## src/rtl/fsa_pkg.sv

```systemverilog
package fsa_pkg;
  localparam int SCORE_W   = 16;
  localparam int SCORE_MAX = (2 ** (SCORE_W - 1)) - 1;
  localparam int SCORE_MIN = -(2 ** (SCORE_W - 1));
  typedef logic signed [SCORE_W-1:0] score_t;
endpackage

```

## src/rtl/fsa_score_cell.sv

```systemverilog
module fsa_score_cell
  import fsa_pkg::*;
#(
  parameter int CNT_W      = 3,
  parameter int INC_STEP   = 4,
  parameter int DEC_STEP   = 2,
  parameter int DECAY_STEP = 1
) (
  input  logic             clk_i,
  input  logic             rst_ni,
  input  logic             tick_i,
  input  logic [CNT_W-1:0] held_i,
  input  logic             pending_i,
  output score_t           score_o
);
  score_t score_q;
  int     cur;
  int     nxt;
  score_t sat;

  always_comb begin
    cur = int'(score_q);
    if (held_i != '0)    nxt = cur + INC_STEP * int'(held_i);
    else if (pending_i)  nxt = cur - DEC_STEP;
    else if (cur > 0)    nxt = (cur > DECAY_STEP) ? cur - DECAY_STEP : 0;
    else if (cur < 0)    nxt = (cur < -DECAY_STEP) ? cur + DECAY_STEP : 0;
    else                 nxt = 0;
    if (nxt > SCORE_MAX)      sat = score_t'(SCORE_MAX);
    else if (nxt < SCORE_MIN) sat = score_t'(SCORE_MIN);
    else                      sat = score_t'(nxt);
  end

  always_ff @(posedge clk_i or negedge rst_ni) begin
    if (!rst_ni)     score_q <= '0;
    else if (tick_i) score_q <= sat;
  end

  assign score_o = score_q;
endmodule

```

## src/rtl/fsa_pick_min.sv

```systemverilog
module fsa_pick_min
  import fsa_pkg::*;
#(
  parameter int N_USERS = 4,
  localparam int UW = (N_USERS > 1) ? $clog2(N_USERS) : 1
) (
  input  logic [N_USERS-1:0] pending_i,
  input  score_t             scores_i [N_USERS],
  output logic               found_o,
  output logic [UW-1:0]      user_o
);
  score_t best;

  // strict less-than keeps the lowest index on ties
  always_comb begin
    found_o = 1'b0;
    user_o  = '0;
    best    = '0;
    for (int u = 0; u < N_USERS; u++) begin
      if (pending_i[u] && (!found_o || scores_i[u] < best)) begin
        found_o = 1'b1;
        user_o  = UW'(u);
        best    = scores_i[u];
      end
    end
  end
endmodule

```

## src/rtl/fsa_proc_table.sv

```systemverilog
module fsa_proc_table #(
  parameter int N_USERS = 4,
  parameter int N_PROCS = 4,
  localparam int UW    = (N_USERS > 1) ? $clog2(N_USERS) : 1,
  localparam int PW    = (N_PROCS > 1) ? $clog2(N_PROCS) : 1,
  localparam int CNT_W = $clog2(N_PROCS + 1)
) (
  input  logic             clk_i,
  input  logic             rst_ni,
  input  logic             grant_i,
  input  logic [UW-1:0]    grant_user_i,
  input  logic             free_valid_i,
  input  logic [PW-1:0]    free_proc_i,
  output logic [N_PROCS-1:0] busy_o,
  output logic             any_free_o,
  output logic [PW-1:0]    free_idx_o,
  output logic [CNT_W-1:0] held_o [N_USERS]
);
  logic [N_PROCS-1:0] busy_q;
  logic [UW-1:0]      owner_q [N_PROCS];

  always_comb begin
    any_free_o = 1'b0;
    free_idx_o = '0;
    for (int p = N_PROCS - 1; p >= 0; p--) begin
      if (!busy_q[p]) begin
        any_free_o = 1'b1;
        free_idx_o = PW'(p);
      end
    end
  end

  always_comb begin
    for (int u = 0; u < N_USERS; u++) begin
      held_o[u] = '0;
      for (int p = 0; p < N_PROCS; p++)
        if (busy_q[p] && owner_q[p] == UW'(u)) held_o[u] = held_o[u] + CNT_W'(1);
    end
  end

  for (genvar p = 0; p < N_PROCS; p++) begin : g_slot
    always_ff @(posedge clk_i or negedge rst_ni) begin
      if (!rst_ni) begin
        busy_q[p]  <= 1'b0;
        owner_q[p] <= '0;
      end else if (grant_i && any_free_o && free_idx_o == PW'(p)) begin
        busy_q[p]  <= 1'b1;
        owner_q[p] <= grant_user_i;
      end else if (free_valid_i && free_proc_i == PW'(p)) begin
        busy_q[p]  <= 1'b0;
      end
    end
  end

  assign busy_o = busy_q;
endmodule

```

## src/rtl/fairshare_alloc.sv

```systemverilog
module fairshare_alloc
  import fsa_pkg::*;
#(
  parameter int N_USERS    = 4,
  parameter int N_PROCS    = 4,
  parameter int INC_STEP   = 4,
  parameter int DEC_STEP   = 2,
  parameter int DECAY_STEP = 1,
  localparam int UW    = (N_USERS > 1) ? $clog2(N_USERS) : 1,
  localparam int PW    = (N_PROCS > 1) ? $clog2(N_PROCS) : 1,
  localparam int CNT_W = $clog2(N_PROCS + 1)
) (
  input  logic                       clk_i,
  input  logic                       rst_ni,
  input  logic [N_USERS-1:0]         req_i,
  input  logic                       free_valid_i,
  input  logic [PW-1:0]              free_proc_i,
  input  logic                       tick_i,
  output logic                       grant_valid_o,
  output logic [UW-1:0]              grant_user_o,
  output logic [PW-1:0]              grant_proc_o,
  output logic [N_USERS*SCORE_W-1:0] score_o
);
  logic [N_USERS-1:0] pending_q;
  logic [N_USERS-1:0] grant_mask;
  logic [N_PROCS-1:0] busy;
  logic               any_free;
  logic [PW-1:0]      free_idx;
  logic [CNT_W-1:0]   held [N_USERS];
  score_t             scores [N_USERS];
  logic               found;
  logic [UW-1:0]      win_user;
  logic               grant_now;

  fsa_pick_min #(.N_USERS(N_USERS)) u_pick (
    .pending_i(pending_q), .scores_i(scores), .found_o(found), .user_o(win_user)
  );

  assign grant_now = found & any_free;

  fsa_proc_table #(.N_USERS(N_USERS), .N_PROCS(N_PROCS)) u_table (
    .clk_i(clk_i), .rst_ni(rst_ni),
    .grant_i(grant_now), .grant_user_i(win_user),
    .free_valid_i(free_valid_i), .free_proc_i(free_proc_i),
    .busy_o(busy), .any_free_o(any_free), .free_idx_o(free_idx), .held_o(held)
  );

  for (genvar u = 0; u < N_USERS; u++) begin : g_user
    fsa_score_cell #(
      .CNT_W(CNT_W), .INC_STEP(INC_STEP), .DEC_STEP(DEC_STEP), .DECAY_STEP(DECAY_STEP)
    ) u_cell (
      .clk_i(clk_i), .rst_ni(rst_ni), .tick_i(tick_i),
      .held_i(held[u]), .pending_i(pending_q[u]), .score_o(scores[u])
    );
    assign score_o[u*SCORE_W +: SCORE_W] = scores[u];
    assign grant_mask[u] = grant_now && (win_user == UW'(u));
  end

  always_ff @(posedge clk_i or negedge rst_ni) begin
    if (!rst_ni) begin
      pending_q     <= '0;
      grant_valid_o <= 1'b0;
      grant_user_o  <= '0;
      grant_proc_o  <= '0;
    end else begin
      // duplicate strobes while pending are dropped
      pending_q     <= (pending_q & ~grant_mask) | (req_i & ~pending_q);
      grant_valid_o <= grant_now;
      if (grant_now) begin
        grant_user_o <= win_user;
        grant_proc_o <= free_idx;
      end
    end
  end
endmodule

```

## config.mk

```make
export PLATFORM = sky130hd
export DESIGN_NAME = fairshare_alloc
export DESIGN_NICKNAME = d
export VERILOG_FILES = /design/src/rtl/fsa_pkg.sv /design/src/rtl/fsa_score_cell.sv /design/src/rtl/fsa_pick_min.sv /design/src/rtl/fsa_proc_table.sv /design/src/rtl/fairshare_alloc.sv
export SDC_FILE = /design/constraint.sdc
export NUM_CORES = 1
export LEC_CHECK = 0
export BUFFER_PORTS_ARGS = -buffer_cell sky130_fd_sc_hd__buf_2
export CORE_MARGIN = 5
export CORE_UTILIZATION = 40
export CTS_BUF_LIST = sky130_fd_sc_hd__clkbuf_8
export DETAILED_ROUTE_END_ITERATION = 12
export SLEW_MARGIN = 30
export SYNTH_ARGS = -nofsm -noshare
export SYNTH_HDL_FRONTEND = slang
export SYNTH_HIERARCHICAL = 1
export SYNTH_SLANG_ARGS = --single-unit
```

## constraint.sdc

```tcl
create_clock -name clk_i -period 7.17 [get_ports clk_i]
set_input_delay 1.0755 -clock clk_i [delete_from_list [all_inputs] [get_ports clk_i]]
set_output_delay 1.0755 -clock clk_i [all_outputs]
set_load 0.03 [all_outputs]
```

==> flow_summary.ini <==
[route]
ant_nets = 0
routed_via_density = 6.668
first_iter_violations = 1834
dr.pass1.iters = 5
routedWlPerCell_um = 21.99
drc = 0
vias = 15080
routed_wl_mm = 49.74

[final_layout]
fin_nets = 1924
nFillCells = 3500
n_antenna_cell = 0
synthToLayoutAreaGrowth_pct = 7.483
layout-drive-gt1-share_pct = 14.33

[clock_network]
cts_buffer_depth = 2
cts_root_buffer = clkbuf_8
clock-sinks = 85
cts_buffers = 9
cts_max_level = 3
worst_skew_pair.late_latency_ns = 0.42
clk_pin_slew_ns = 0.10
cts_tree = yes

[logic_synthesis]
ys_types = 102
syn_nets = 1913
synth_common_cells = 151 x a21oi_1, 139 x nand2_1, 130 x o21ai_0, 110 x nor2_1, 101 x ha_1
syn_area_um2 = 13460
synth_warnings = 6
synthCells = 1798
synth_area_per_cell_um2 = 7.486
synth_most_common_cell = a21oi_1
async_reset_ff_share_pct = 100.0
synth_top_area_share_pct = 15.80
synthFlopType = dfrtp_1
ys_seq_area_share_pct = 15.80
synth.largest_area_cell = dfrtp_1
ys_ff_latch = 85
synth_edf_count = 0
synth.area.top_cells = dfrtp_1 16%, ha_1 9.4%, a21oi_1 5.6%

[timing]
setup_tns_ns = 0
tightest_slew_ns = 0.9520
report.final.slew_viol_count = 0
fmaxAchievable_ghz = 0.1488
finClkSkew_ns = 0.03224
grt_setup_unrepaired = no
slew_headroom_pct = 36.05
finalSetupViolCount = 0
hold_violations = 0
fin_crit_sh_pct = 93.72
period_needed_ns = 6.719

[floorplan]
die_width_um = 193.4
io_pins = 79
die_h_um = 193.4
dieArea_um2 = 37420
fp-row-count = 67
initial_core_util_pct = 40.34
coreArea_um2 = 33360

[global_route]
antenna_found_initial = 0
grt_pass1_wl_mm = 78.80
grt_start_max_net_pins = 51
grt_util_all_layers_pct = 25.29
grt_pass1_vias = 14040
overflow = 0

[critical_path]
crit_path_end_kind = flop
cp_slowest_cell = dfrtp_4
max_stage_delay_ns = 0.60
critical_path_class = flop to flop
path_delay_family = compound AO/OA/AOI/OAI gates
cp_num_buf_inv = 2
cp.arrival_ns = 7.01
cp-start-kind = flop
critical_path.most_common_cell = ha_1
crit_fanout = 31
required_ns = 7.47

[hold_path]
hold_class = flop to flop

[placement]
port_buffers = 78
dpl.hpwl_mm = 35.03
place_congestion = 0.9587

[status]
status = completed

[run]
cap_viol_max_count = 0
## through the flow
| stage | instance area [um^2] | setup WS [ns] | utilization, % | hold WS, ns | instances |
|---|---|---|---|---|---|
| after floorplan | 13460 | 0.8989 | - | 0.5246 | 1798 |
| after CTS | 14430 | 0.05635 | 43.25 | 0.5256 | 2258 |
| final | 14470 | 0.4506 | 43.36 | 0.5178 | 2262 |
| after global placement | 14240 | 0.3012 | 42.68 | 0.4960 | 2242 |
| after global routing | 14470 | 0.03654 | 43.36 | 0.5482 | 2262 |
| after detailed placement | 14240 | 0.1240 | 42.68 | 0.4901 | 2242 |
## cells by family after synthesis
family | synth area share (%)
adders and majority gates | 10.29
DFF | 15.80
and+or+nand+nor | 25.80
buffers and inverters | 7.074
muxes | 3.570
AOI/OAI and AO/OA | 32.33
xor gates and xnor gates | 5.131
## registers in the layout, indices dropped and copies added (netlist names)
name and count:
u_table/busy_o 4, grant_user_o 2, grant_valid_o 1, grant_proc_o 2, u_table/owner_q 8, g_user.u_cell/score_o 64, pending_q 4
## layout make-up
type	instances	area [um^2]	share of cell area [%]
Sequential cell	85	2131	14.73
Multi-Input combinational cell	1488	10400	71.88
Inverter	82	307.8	2.127
Tap cell	448	560.5	3.874
Clock buffer	10	137.6	0.9513
Timing Repair Buffer	143	880.8	6.088
Clock inverter	6	51.30	0.3546
## layer usage
layer	track usage (%)	vias to the layer above	share of wire, %
met4	9.258	0	3.6
met1	36.40	7180	45
met3	4.157	142	8.2
met2	38.12	852	43
met5	0	-	0
li1	-	6910	-
## cell usage in the layout (no fill, tap or decap), types with 20 or more instances in the layout
cell,count
o21ai_0,129
nand4_1,55
o221ai_1,21
a21oi_1,151
a31oi_1,25
nor3_1,46
nor2_1,110
xor2_1,46
o21ai_1,20
o211ai_1,29
or3_1,20
nand3_1,75
o22ai_1,29
inv_1,80
a22o_1,20
dfrtp_1,84
buf_2,77
buf_4,66
xnor2_1,31
ha_1,101
mux2_2,24
nand2_1,139
a211oi_1,26
a21o_1,22
## what timing repair did
action / 4_1_cts / 5_1_grt
resized for setup: 0 / 2
buffers inserted: 0 / 4
hold buffers: 0 / 0
endpoints found under the setup margin: 0 / 14
## path summary, 6_finish.rpt
kind / start / end / slack (ns) / depth (start not counted)
setup / recovery: pending_q[0]$_DFF_PN0_ / pending_q[0]$_DFF_PN0_ / 0.45 / 26
hold reg to reg: grant_proc_o[0]$_DFFE_PN0N_ / grant_proc_o[0]$_DFFE_PN0N_ / 0.52 / 1
hold / removal: grant_proc_o[0]$_DFFE_PN0N_ / grant_proc_o[0]$_DFFE_PN0N_ / 0.52 / 1
max in group asynchronous: rst_ni / pending_q[0]$_DFF_PN0_ / 5.38 / 2
setup reg to reg: pending_q[0]$_DFF_PN0_ / pending_q[0]$_DFF_PN0_ / 0.45 / 26
min in group asynchronous: rst_ni / g_user[3].u_cell/score_o[8]$_DFFE_PN0P_ / 0.64 / 1
Power is not shown: default switching activity piles up to over one toggle a cycle in this logic, so the estimate is an artifact.
